[src/rtl/hov_pkg.sv]
package hov_pkg;
  localparam int HDR_W  = 16;
  localparam int SEQ_W  = 12;
  localparam int FRAG_W = 4;
  localparam int WORD_W = 32;

  // 2-bit setting codes shared by retry, more-data, protected and EOSP
  typedef enum logic [1:0] {
    CODE_CLR = 2'd0,
    CODE_SET = 2'd1,
    CODE_ALT = 2'd2,
    CODE_BAD = 2'd3
  } code_t;

  // pick the bit a 2-bit setting selects; ALT takes the side value
  function automatic logic code_pick(input logic [1:0] code, input logic alt);
    case (code_t'(code))
      CODE_SET: code_pick = 1'b1;
      CODE_ALT: code_pick = alt;
      default:  code_pick = 1'b0;
    endcase
  endfunction

  typedef struct packed {
    logic [HDR_W-1:0] fc;
    logic [HDR_W-1:0] dur;
    logic [HDR_W-1:0] seq;
    logic [HDR_W-1:0] qos;
    logic             md_late;
    logic             eosp_late;
    logic             bad;
  } hov_frame_t;
endpackage

[src/rtl/hov_fc_unit.sv]
module hov_fc_unit
  import hov_pkg::*;
#(
  parameter int HW = HDR_W,
  parameter int WW = WORD_W
) (
  input  logic [HW-1:0] fc_in,
  input  logic [WW-1:0] w0,
  input  logic          active,
  input  logic          key_enc,
  input  logic          retry_bit,
  output logic [HW-1:0] fc_out,
  output logic          md_late,
  output logic          bad
);
  localparam int NSB = 5;
  localparam int SB_MASK [NSB] = '{0, 1, 2, 4, 7};
  localparam int SB_SET  [NSB] = '{17, 18, 19, 22, 27};
  localparam int SB_FC   [NSB] = '{8, 9, 10, 12, 15};

  logic [NSB-1:0] sb_en, sb_val;

  for (genvar g = 0; g < NSB; g++) begin : g_single
    assign sb_en[g]  = active && !w0[SB_MASK[g]];
    assign sb_val[g] = w0[SB_SET[g]];
  end

  logic       rt_en, md_en, pr_en;
  logic [1:0] rt_code, md_code, pr_code;

  assign rt_en   = active && !w0[3];
  assign md_en   = active && !w0[5];
  assign pr_en   = active && !w0[6];
  assign rt_code = w0[21:20];
  assign md_code = w0[24:23];
  assign pr_code = w0[26:25];

  always_comb begin
    fc_out = fc_in;
    for (int i = 0; i < NSB; i++)
      if (sb_en[i]) fc_out[SB_FC[i]] = sb_val[i];
    if (rt_en) fc_out[11] = code_pick(rt_code, retry_bit);
    if (md_en) fc_out[13] = code_pick(md_code, 1'b0);
    if (pr_en) fc_out[14] = code_pick(pr_code, key_enc);
  end

  assign md_late = md_en && (md_code == CODE_ALT);
  assign bad = (rt_en && rt_code == CODE_BAD) ||
               (md_en && md_code == CODE_BAD) ||
               (pr_en && pr_code == CODE_BAD);
endmodule

[src/rtl/hov_qos_unit.sv]
module hov_qos_unit
  import hov_pkg::*;
#(
  parameter int HW = HDR_W,
  parameter int WW = WORD_W
) (
  input  logic [HW-1:0] qos_in,
  input  logic [WW-1:0] w0,
  input  logic [WW-1:0] w1,
  input  logic          active,
  output logic [HW-1:0] qos_out,
  output logic          eosp_late,
  output logic          bad
);
  localparam int UB_W = HW - 8;

  logic       tid_en, eo_en, ack_en, am_en, ub_en;
  logic [1:0] eo_code;

  assign tid_en  = active && !w0[10];
  assign eo_en   = active && !w0[11];
  assign ack_en  = active && !w0[12];
  assign am_en   = active && !w0[13];
  assign ub_en   = active && !w0[15];
  assign eo_code = w1[1:0];

  always_comb begin
    qos_out = qos_in;
    if (tid_en) qos_out[3:0]     = w0[31:28];
    if (eo_en)  qos_out[4]       = code_pick(eo_code, 1'b0);
    if (ack_en) qos_out[6:5]     = w1[3:2];
    if (am_en)  qos_out[7]       = w1[4];
    if (ub_en)  qos_out[HW-1:8]  = w1[5 +: UB_W];
  end

  assign eosp_late = eo_en && (eo_code == CODE_ALT);
  assign bad       = eo_en && (eo_code == CODE_BAD);
endmodule

[src/rtl/hov_seq_unit.sv]
module hov_seq_unit
  import hov_pkg::*;
#(
  parameter int HW = HDR_W,
  parameter int WW = WORD_W,
  parameter int SW = SEQ_W,
  parameter int FW = FRAG_W
) (
  input  logic [HW-1:0] seq_in,
  input  logic [HW-1:0] dur_in,
  input  logic [HW-1:0] sched_dur,
  input  logic [SW-1:0] def_seq,
  input  logic [FW-1:0] def_frag,
  input  logic [WW-1:0] w0,
  input  logic [WW-1:0] w1,
  input  logic          active,
  output logic [HW-1:0] seq_out,
  output logic [HW-1:0] dur_out
);
  localparam int FRAG_LSB = 16;
  localparam int SEQ_LSB  = FRAG_LSB + FW;

  logic [SW-1:0] sel_seq;
  logic [FW-1:0] sel_frag;

  assign sel_seq  = w1[15] ? w1[SEQ_LSB +: SW]  : def_seq;
  assign sel_frag = w1[15] ? w1[FRAG_LSB +: FW] : def_frag;

  assign seq_out = (active && !w0[9]) ? {sel_seq, sel_frag} : seq_in;
  assign dur_out = (active && !w0[8]) ? sched_dur : dur_in;
endmodule

[src/rtl/hov_top.sv]
module hov_top
  import hov_pkg::*;
#(
  parameter int HW = HDR_W,
  parameter int SW = SEQ_W,
  parameter int FW = FRAG_W
) (
  input  logic            clk,
  input  logic            rst_n,
  input  logic            in_valid,
  output logic            in_ready,
  input  logic [2*WORD_W-1:0] in_desc,
  input  logic [HW-1:0]   in_fc,
  input  logic [HW-1:0]   in_dur,
  input  logic [HW-1:0]   in_seq,
  input  logic [HW-1:0]   in_qos,
  input  logic            in_raw_native,
  input  logic            in_key_encrypts,
  input  logic            in_retry_bit,
  input  logic [SW-1:0]   in_def_seq,
  input  logic [FW-1:0]   in_def_frag,
  input  logic [HW-1:0]   in_sched_dur,
  output logic            out_valid,
  input  logic            out_ready,
  output logic [HW-1:0]   out_fc,
  output logic [HW-1:0]   out_dur,
  output logic [HW-1:0]   out_seq,
  output logic [HW-1:0]   out_qos,
  output logic            out_more_data_late,
  output logic            out_eosp_late,
  output logic            out_bad_code
);
  localparam int WW = WORD_W;

  logic [WW-1:0] w0, w1;
  logic          fc_bad, qos_bad, load;
  hov_frame_t    nxt, held;
  logic          vld_q;

  assign w0 = in_desc[WW-1:0];
  assign w1 = in_desc[2*WW-1:WW];

  hov_fc_unit #(.HW(HW), .WW(WW)) u_fc (
    .fc_in(in_fc), .w0(w0), .active(in_raw_native),
    .key_enc(in_key_encrypts), .retry_bit(in_retry_bit),
    .fc_out(nxt.fc), .md_late(nxt.md_late), .bad(fc_bad)
  );

  hov_qos_unit #(.HW(HW), .WW(WW)) u_qos (
    .qos_in(in_qos), .w0(w0), .w1(w1), .active(in_raw_native),
    .qos_out(nxt.qos), .eosp_late(nxt.eosp_late), .bad(qos_bad)
  );

  hov_seq_unit #(.HW(HW), .WW(WW), .SW(SW), .FW(FW)) u_seq (
    .seq_in(in_seq), .dur_in(in_dur), .sched_dur(in_sched_dur),
    .def_seq(in_def_seq), .def_frag(in_def_frag),
    .w0(w0), .w1(w1), .active(in_raw_native),
    .seq_out(nxt.seq), .dur_out(nxt.dur)
  );

  assign nxt.bad = fc_bad || qos_bad;

  // single output slot: refill when empty or draining this cycle
  assign in_ready = !vld_q || out_ready;
  assign load     = in_valid && in_ready;

  always_ff @(posedge clk or negedge rst_n) begin
    if (!rst_n) begin
      vld_q <= 1'b0;
      held  <= '0;
    end else begin
      if (load)           vld_q <= 1'b1;
      else if (out_ready) vld_q <= 1'b0;
      if (load)           held  <= nxt;
    end
  end

  assign out_valid          = vld_q;
  assign out_fc             = held.fc;
  assign out_dur            = held.dur;
  assign out_seq            = held.seq;
  assign out_qos            = held.qos;
  assign out_more_data_late = vld_q && held.md_late;
  assign out_eosp_late      = vld_q && held.eosp_late;
  assign out_bad_code       = vld_q && held.bad;
endmodule

[config.mk]
export PLATFORM = sky130hd
export DESIGN_NAME = hov_top
export DESIGN_NICKNAME = d
export VERILOG_FILES = /design/src/rtl/hov_pkg.sv /design/src/rtl/hov_fc_unit.sv /design/src/rtl/hov_qos_unit.sv /design/src/rtl/hov_seq_unit.sv /design/src/rtl/hov_top.sv
export SDC_FILE = /design/constraint.sdc
export NUM_CORES = 1
export LEC_CHECK = 0
export CAP_MARGIN = 20
export CORE_ASPECT_RATIO = 2
export CORE_UTILIZATION = 44
export DETAILED_ROUTE_END_ITERATION = 10
export PLACE_DENSITY_LB_ADDON = 0.12
export SLEW_MARGIN = 5
export SYNTH_ARGS = -nofsm -noshare
export SYNTH_HDL_FRONTEND = slang
export SYNTH_HIERARCHICAL = 1
export SYNTH_SLANG_ARGS = --single-unit
[constraint.sdc]
create_clock -name clk -period 4.65 [get_ports clk]
set_clock_uncertainty 0.2 [all_clocks]
set_input_delay 0.465 -clock clk [delete_from_list [all_inputs] [get_ports clk]]
set_output_delay 0.465 -clock clk [all_outputs]
set_load 0.02 [all_outputs]
# Word level (Yosys, flattened, before mapping)
# Cells that the tools add are included.
# word_totals
reg_bits,68
in_bits,167
out_inout_bits,69
elab_cells,89
# classes
n_eq_ne,12
muxes,23
reduce_logical,46
# ops
operator,n
2-to-1 mux 16 bit,2
logical AND 1 bit,25
"equality test 2 bit, second input constant",8
zero test 1 bit,16
2-to-1 mux 1 bit,14
2-to-1 mux 12 bit,1
"equality test 2 x 1 -> 1 bit, second input constant",4
2-to-1 mux 4 bit,2
2-to-1 mux 8 bit,1
logical OR 1 bit,4
case mux 1 bit (2 select lines),2
2-to-1 mux 2 bit,1
nonzero test 2 bit,1

# Longest topological paths before layout
# Gate-level depths: netlist of run 1.
# depth
word_depth,6
mapped_depth,5
mapped_depth_nobuf,5

# Modules after synthesis
# The synthesis of run 1 kept the hierarchy.
# modules_own_cells
mod,n_inst,cells_each,area_per_inst_um2,seq_area_each_um2
hov_top,1,214,3246.9,1701.6
hov_seq_unit,1,56,681.9,0.0
hov_fc_unit,1,45,377.9,0.0
hov_qos_unit,1,25,270.3,0.0

# Worst setup path after synthesis of run 1
# OpenSTA, ideal clock, no wires.
# synth_timing
path_type,input to register
from,in in_desc[8]
to,"reg held, in the netlist out_dur[10]"
setup_ns,0.125
t_arrival_ns,1.513
required_ns,4.325
slack_ns,2.812
stages,5
path_buffers,2
path_cell_list,nand2b_1 > buf_2 > buf_2 > mux2_2 > mux2_4
# synth_lines
element,line,text
from (decl),hov_top.sv:12,"input logic [2*WORD_W-1:0] in_desc,"
to (signal assigned),hov_top.sv:74,if (load) held <= nxt;
to (decl),hov_top.sv:37,"hov_frame_t nxt, held;"

==> results of run 1 <==
-- per-stage QoR --
| stage | instance area (µm²) | total power [W] | hold slack [ps] | std cells |
|---|---|---|---|---|
| 5_1_grt | 6690 | 0.00231 | 120 | 637 |
| 4_1_cts | 6660 | 0.00224 | 78.9 | 636 |
| 6_report | 6690 | 0.00221 | 38.8 | 637 |
| 3_5_place_dp | 6350 | 0.00151 | 292 | 620 |
| 3_3_place_gp | 6350 | 0.00150 | 283 | 620 |
| 2_1_floorplan | 4580 | 0.00127 | -30.6 | 340 |
-- cell usage in the layout, fill, tap and decap left out, types with 2 or more instances in the layout --
cell type,synthesis,final
clkdlybuf4s50_1,0,230
mux2_4,68,68
dfrtp_1,68,68
mux2_2,67,67
nand2b_1,12,12
clkbuf_16,0,9
inv_1,6,6
ha_1,6,6
nor2b_1,5,4
and2_1,3,3
a21oi_1,3,3
clkinv_2,0,3
bufinv_16,0,2
buf_4,76,2
and3b_1,2,2
or3b_1,2,2
o2bb2ai_2,2,2
-- how the worst max path moves through the flow --
stage | start | endpoint | slack [ps] | cells past startpoint
3_3_place_gp | in_raw_native | out_seq[0] | 1590 | 5
5_1_grt | in_raw_native | out_seq[1] | 1820 | 5
3_5_place_dp | in_raw_native | out_seq[1] | 1550 | 5
2_1_floorplan | in_desc[8] | out_dur[10] | 2810 | 5
4_1_cts | in_raw_native | out_seq[1] | 1910 | 5
6_report | in_raw_native | out_seq[1] | 1940 | 5
-- registers in the layout (all words and copies together), names as in the netlist --
signal and flops:
out_dur 16, out_fc 16, out_qos 16, out_seq 16, held 3, out_valid 1
-- routing by layer --
layer / GRT usage (%) / share of wire, % / vias up
met4: 10.4 / 4.0 / 0
met2: 36.7 / 56 / 139
met5: 0 / 0 / -
met1: 18.6 / 32 / 1471
li1: - / - / 1415
met3: 5.52 / 8.0 / 27
-- kinds of logic after synthesis --
family,after synthesis
DFF,68
muxes,136
AOI/OAI and AO/OA,7
and+or+nand+nor,30
buffers and inverters,93
adders and majority gates,6
-- critical path, cell delays in order --
cell	delay (ps)
clkdlybuf4s50_1	460
buf_4	240
nor2b_2	860
mux2_2	420
mux2_4	270
-- layout make-up --
class	instances	area (µm²)	share of cell area, %
Tap cell	135	169	2.52
Sequential cell	68	1700	25.4
Timing Repair Buffer	233	2340	35.0
Clock inverter	7	91.3	1.37
Multi-Input combinational cell	179	2140	31.9
Clock buffer	9	225	3.37
Inverter	6	22.5	0.337
-- power by group through the flow --
stage                     logic, W  registers, W  clock network (W)
after floorplan           0.000530      0.000738                  0
after global placement    0.000752      0.000747                  0
after detailed placement  0.000758      0.000753                  0
after CTS                 0.000762      0.000745           0.000734
after global routing      0.000796      0.000757           0.000761
final                     0.000753      0.000743           0.000716
==> metrics.cfg, run 1 <==
[pwr]
pwr-share-seq_pct = 33.6
swShare_pct = 26.6
switchingPower_w = 0.000589
ir_worst_vdd_v = 0.000195
leakage_nw = 2.91
p_int_w = 0.00162
powerDensity_mw_per_mm2 = 331
p_comb_share_pct = 34.0
power_frac_clock_pct = 32.4

[timing]
setup_ws_ps = 1940
max_freq_mhz = 369
slew_viol_final = 0
rsz0062_at_grt = no
period_minus_slack_ps = 2710
finalHoldViolations = 0
slew_headroom_pct = 32.1
setup_viol = 0
timing.setup.tns_ps = 0
worst_pin_slew_ps = 1010
fin_crit_sh_pct = 58.3

[yosys]
synthArstFlopShare_pct = 100
synth_mux_area_share_pct = 39.0
yosysTopAreaCell = dfrtp_1
synth_commonest_cells = buf_4, dfrtp_1, mux2_4
synth-edff-count = 0
ys_seq_elements = 68
synth-main-ff-cell = dfrtp_1
synth_fa_ha_area_share_pct = 1.64
synth.distinct_cells = 25
syn_nets = 513
yosysSeqAreaShare_pct = 37.2
synth_top_cell_area_share_pct = 37.2
synth_cells = 340
synth_area_leaders = dfrtp_1, mux2_4, mux2_2
synth_compound_gate_area_share_pct = 1.31
yosysWarnings = 6
synth_area_mm2 = 0.00458
synth_most_common_cell = buf_4
avgSynthCellArea_um2 = 13.5
synth-xor-area-share_pct = 0
synth_top_family_by_area = multiplexers
yosys.area_share.simple_pct = 4.62

[clocking]
cts_buffers = 9
clkTransAtPathRegs_ps = 50
post-cts-setup-buffer-count = 0
h-tree-depth = 3
clk_latency_ps = 320
cts_resized = 0
cts_root_buf = clkbuf_16
ctsHoldBuffers = 0
tritoncts = done
cts.path.max_buffers = 2
clock_sinks = 68

[worst_setup_path]
critPathRequiredTime_ps = 4660
r2r_cells = 4
path_class = in -> reg
critPathArrivalTime_ps = 2720
reg2reg_slack_ps = 2650
end_kind = register
worstReg2RegEnd = out_dur[15]
startpoint_type = input pin
cp_max_fo = 18
reg2reg_from = out_valid

[grt]
grt_pass1_vias = 3345
grt_use_total_pct = 19.8
antenna_found_initial = 0
grt_overflow_total = 0
grt_pass1_wl_um = 16100
grt_max_degree = 69

[final_layout]
syn_to_final_growth_pct = 46.2
antenna_cells = 0
n_fill_cell = 814
drive_gt1_share_pct = 31.7
layout.nets = 670
final_core_util_pct = 66.3

[hold_path]
hp-class = in -> async

[die]
num_rows = 52
die_w_um = 74.1
die_y_um = 146
die_area_mm2 = 0.0108
boundaryPins = 236
coreArea_mm2 = 0.0101
initial_core_util_pct = 45.4

[route]
wl_per_cell_um = 16.3
vias = 3052
drc = 0
drtIter0Drc = 56
drt_pre_antenna_iters = 4
routed_wl_um = 10400
viasPerCell = 4.79
drt.antenna.violating_nets = 0

[placed_design]
routabilityCongestion = 0.793
dpl_worst_slack_ps = 1550
io_buffers = 231
dp_hpwl_um = 7960

[job]
max-cap-violations = 0

[outcome]
outcome = finished, final reports clean

No activity file was read; power rests on OpenSTA's default activity.
==> run 2: changes to the inputs <==
--- a/config.mk
+++ b/config.mk
@@ -7,7 +7,7 @@
 export LEC_CHECK = 0
 export CAP_MARGIN = 20
 export CORE_ASPECT_RATIO = 2
-export CORE_UTILIZATION = 44
+export CORE_UTILIZATION = 41
 export DETAILED_ROUTE_END_ITERATION = 10
 export PLACE_DENSITY_LB_ADDON = 0.12
 export SLEW_MARGIN = 5
==> constraint.sdc (replaced) <==
create_clock -name clk -period 2.6 [get_ports clk]
set_clock_uncertainty 0.2 [all_clocks]
set_input_delay 0.26 -clock clk [delete_from_list [all_inputs] [get_ports clk]]
set_output_delay 0.26 -clock clk [all_outputs]
set_load 0.02 [all_outputs]
==> metrics.cfg, run 2 (same netlist as run 1, synthesis figures left out) <==
[worst_setup_path]
startpoint_type = register
worst-path-buf-inv = 1
worstReg2RegEnd = out_dur[9]
path_cells = and2_1, clkdlybuf4s50_1
path_class = reg -> out
cp_slowest_stage_delay_ps = 620
r2r_cells = 4
cp_max_fo = 5
crit_family = buffers and inverters
critPathRequiredTime_ps = 2140
critPathArrivalTime_ps = 1560
cp_slowest_cell = clkdlybuf4s50_1
reg2reg_slack_ps = 850
reg2reg_from = out_valid
end_kind = primary output

[route]
drt_pre_antenna_iters = 4
wl_per_cell_um = 16.1
viasPerCell = 4.71
drtIter0Drc = 44
drt.antenna.violating_nets = 0
routed_wl_um = 10500
vias = 3064
drc = 0

[timing]
fin_crit_sh_pct = 77.7
rsz0062_at_grt = no
finalHoldViolations = 0
slew_viol_final = 0
worst_pin_slew_ps = 874
period_minus_slack_ps = 2020
whs_ps = 299
setup_viol = 0
slew_headroom_pct = 41.7
max_freq_mhz = 495
timing.setup.tns_ps = 0

[grt]
top_usage_layer = met2
grtUsageMet2_pct = 35.1
gr-usage-met3_pct = 6.14
grt_max_degree = 69
met1_usage_pct = 18.4
grt_use_total_pct = 18.7
grt_pass1_vias = 3342
grt_overflow_total = 0
antenna_found_initial = 0
grt_pass1_wl_um = 16600

[clocking]
clock_sinks = 68
cts_resized = 0
clkTransAtPathRegs_ps = 50
cts_buffers = 9
cts_root_buf = clkbuf_16
cts.path.max_buffers = 2
tritoncts = done
h-tree-depth = 3
clk_latency_ps = 330

[final_layout]
multi_input_area_mm2 = 0.00214
final_cells = 651
layout.nets = 679
antenna_cells = 0
n_fill_cell = 876
ff_latch_area_mm2 = 0.00170
layout_commonest_cell = clkdlybuf4s50_1
layout_common_cells = clkdlybuf4s50_1, mux2_4, dfrtp_1
syn_to_final_growth_pct = 47.9
drive_gt1_share_pct = 32.5

[die]
die_w_um = 76.7
die_area_mm2 = 0.0116
die_y_um = 151
boundaryPins = 236
coreArea_mm2 = 0.0109
initial_core_util_pct = 42.1
num_rows = 54

[hold_path]
min_from = held[2]
hp-class = reg -> reg
hold_depth = 1
holdPathEnd = held[2]

[placed_design]
dp.cells = 634
routabilityCongestion = 0.754
io_buffers = 231
dp_hpwl_um = 8190

[job]
max-cap-violations = 0

[pwr]
powerDensity_mw_per_mm2 = 578
power_w = 0.00391
ir_worst_vdd_v = 0.000355
leakage_nw = 2.95

[outcome]
outcome = finished, final reports clean

-- run 2: cell types whose count changed in the layout (fill, tap and decap cells not counted), sizes merged --
cell	delta
bufinv	-1
clkbuf	+3
dlygate4sd3	+1
clkinv	-2
buf	+8
-- run 2: through the flow --
| step | utilization (%) | worst slack [ps] | area (µm²) |
|---|---|---|---|
| global route | 62.2 | 497 | 6770 |
| global placement | 59.4 | 339 | 6460 |
| detailed placement | 59.4 | 323 | 6460 |
| CTS | 62.2 | 533 | 6770 |
| floorplan | - | 935 | 4580 |
| finish | 62.2 | 580 | 6770 |
-- run 2: how the worst max path moves through the flow --
stage                             start            end  slack, ps  cells past startpoint
after floorplan               out_valid     out_dur[0]        940                      5
after global placement    in_raw_native    out_dur[12]        340                      6
after detailed placement  in_raw_native     out_dur[9]        320                      6
after CTS                     out_valid  out_eosp_late        530                      2
after global routing          out_valid   out_bad_code        500                      2
final                         out_valid   out_bad_code        580                      2
-- run 2: report_power, final --
group	total [W]	switching [W]	leakage [nW]	internal, W
registers	0.00133	0.0000939	0.800	0.00124
logic	0.00136	0.000513	2.01	0.000845
clock network	0.00123	0.000436	0.149	0.000791
-- run 2: final cells by class --
class | instances | share of cell area, %
Timing Repair Buffer | 242 | 35.9
Multi-Input combinational cell | 179 | 31.5
Clock buffer | 12 | 3.79
Sequential cell | 68 | 25.1
Inverter | 6 | 0.333
Tap cell | 140 | 2.59
Clock inverter | 4 | 0.702
-- run 2: timing repair --
item,in CTS,in global routing
buffers inserted,0,0
hold endpoints to repair,68,0
hold buffers,1,0
-- run 2: layer usage --
metal	up-vias	routed length (µm)
li1	1432	-
met1	1480	3540
met2	138	5900
met3	14	791
met4	0	233
met5	-	0
==> run 3: changes to the inputs <==
--- a/config.mk
+++ b/config.mk
@@ -7,7 +7,7 @@
 export LEC_CHECK = 0
 export CAP_MARGIN = 20
 export CORE_ASPECT_RATIO = 2
-export CORE_UTILIZATION = 41
+export CORE_UTILIZATION = 37
 export DETAILED_ROUTE_END_ITERATION = 10
 export PLACE_DENSITY_LB_ADDON = 0.12
 export SLEW_MARGIN = 5
==> constraint.sdc (replaced) <==
create_clock -name clk -period 1.7 [get_ports clk]
set_clock_uncertainty 0.2 [all_clocks]
set_input_delay 0.17 -clock clk [delete_from_list [all_inputs] [get_ports clk]]
set_output_delay 0.17 -clock clk [all_outputs]
set_load 0.02 [all_outputs]
==> metrics.cfg, run 3 (same netlist as run 1, synthesis figures left out) <==
[grt]
grt_use_total_pct = 18.7
grt_max_degree = 32
grt_pass1_wl_um = 17400
grt_overflow_total = 0
antenna_found_initial = 0
grt_pass1_vias = 3391

[route]
drt_pre_antenna_iters = 4
viasPerCell = 4.60
vias = 3079
wl_per_cell_um = 17.7
drc = 0
drtIter0Drc = 75
drt.antenna.violating_nets = 0
routed_wl_um = 11800

[worst_setup_path]
path_cells = clkdlybuf4s50_1
critPathArrivalTime_ps = 1300
cp_max_fo = 2
crit_family = buffers and inverters
startpoint_type = register
reg2reg_from = out_valid
critPathRequiredTime_ps = 1330
cp_slowest_cell = clkdlybuf4s50_1
path_class = reg -> out
end_kind = primary output
reg2reg_slack_ps = 180
cp_slowest_stage_delay_ps = 620
worstReg2RegEnd = out_dur[15]
r2r_cells = 4
worst-path-buf-inv = 1

[final_layout]
n_fill_cell = 1048
drive_gt1_share_pct = 34.1
antenna_cells = 0
layout_commonest_cell = clkdlybuf4s50_1
layout.nets = 690
syn_to_final_growth_pct = 52.7
layout_common_cells = clkdlybuf4s50_1, mux2_4, mux2_2, dfrtp_1, dlygate4sd2_1
postLayoutCellArea_mm2 = 0.00699

[timing]
timing.setup.tns_ps = 0
rsz0062_at_grt = no
slew_headroom_pct = 76.5
slew_viol_final = 0
setup_ws_ps = 27.0
max_freq_mhz = 598
worst_pin_slew_ps = 353
finalHoldViolations = 0
whs_ps = 84.6
period_minus_slack_ps = 1670
setup_viol = 0
fin_crit_sh_pct = 98.4

[pwr]
leakage_nw = 3.27
ir_worst_vdd_v = 0.000492
power_frac_clock_pct = 31.8
p_int_w = 0.00437
p_comb_share_pct = 34.5
swShare_pct = 27.6
powerDensity_mw_per_mm2 = 864
switchingPower_w = 0.00167
pwr-share-seq_pct = 33.7

[clocking]
clk_latency_ps = 320
cts.path.max_buffers = 2
clkTransAtPathRegs_ps = 60
tritoncts = done
h-tree-depth = 3
cts_buffers = 9
cts_root_buf = clkbuf_16
clock_sinks = 68

[die]
initial_core_util_pct = 37.8
coreArea_mm2 = 0.0121
boundaryPins = 236
num_rows = 57
die_area_mm2 = 0.0128
die_w_um = 80.6
die_y_um = 159

[placed_design]
dpl_worst_slack_ps = -434
routabilityCongestion = 0.794
dp_hpwl_um = 9320
io_buffers = 231
dpl_cell_area_mm2 = 0.00662

[job]
max-cap-violations = 0

[hold_path]
hp-class = in -> async

[outcome]
outcome = finished, final reports clean

## run 3: through the flow
step           utilization [%]  power (W)  cells
5_1_grt                   57.6    0.00630    669
4_1_cts                   57.3    0.00614    669
3_3_place_gp              54.6    0.00419    651
3_5_place_dp              54.6    0.00423    651
6_report                  57.6    0.00604    669
2_1_floorplan                -    0.00347    340
## run 3: how the worst max path moves through the flow
stage	from	depth (start not counted)	end	slack, ps
floorplan	out_valid	5	out_dur[0]	40
finish	out_qos[0]	1	out_qos[0]	30
global route	out_dur[13]	1	out_dur[13]	0.5
detailed placement	in_raw_native	5	out_qos[4]	-430
CTS	out_qos[1]	1	out_qos[1]	1
global placement	in_raw_native	5	out_seq[0]	-400
## run 3: metal layers
layer | global-route usage [%] | part of all wire (%) | up-vias | routed length [µm]
met5 | 0 | 0 | - | 0
met4 | 6.98 | 1.9 | 0 | 221
met3 | 4.47 | 6.0 | 13 | 706
met2 | 36.2 | 59 | 125 | 6970
met1 | 17.9 | 33 | 1491 | 3920
li1 | - | - | 1450 | -
## run 3: repair_timing
action / 4_1_cts / 5_1_grt
endpoints found under the setup margin: 38 / 19
hold buffers: 1 / 0
hold endpoints to repair: 68 / 0
setup buffers: 0 / 0
resized for setup: 23 / 19
gates cloned: 1 / 0
## run 3: layout make-up
| class | instances | area [µm²] | area share [%] |
|---|---|---|---|
| clock buffers | 12 | 256 | 3.67 |
| clock inverters | 4 | 47.5 | 0.680 |
| inverters | 6 | 22.5 | 0.322 |
| multi-input cells | 179 | 2140 | 30.6 |
| flip-flops and latches | 68 | 1700 | 24.4 |
| well taps | 147 | 184 | 2.63 |
| repair buffers | 253 | 2640 | 37.8 |
## run 3: power by group through the flow
stage          clock (W)  combinational (W)  sequential [W]
6_report         0.00192            0.00208         0.00203
5_1_grt          0.00204            0.00219         0.00206
4_1_cts          0.00198            0.00213         0.00204
3_5_place_dp           0            0.00216         0.00207
3_3_place_gp           0            0.00214         0.00205
2_1_floorplan          0            0.00145         0.00202
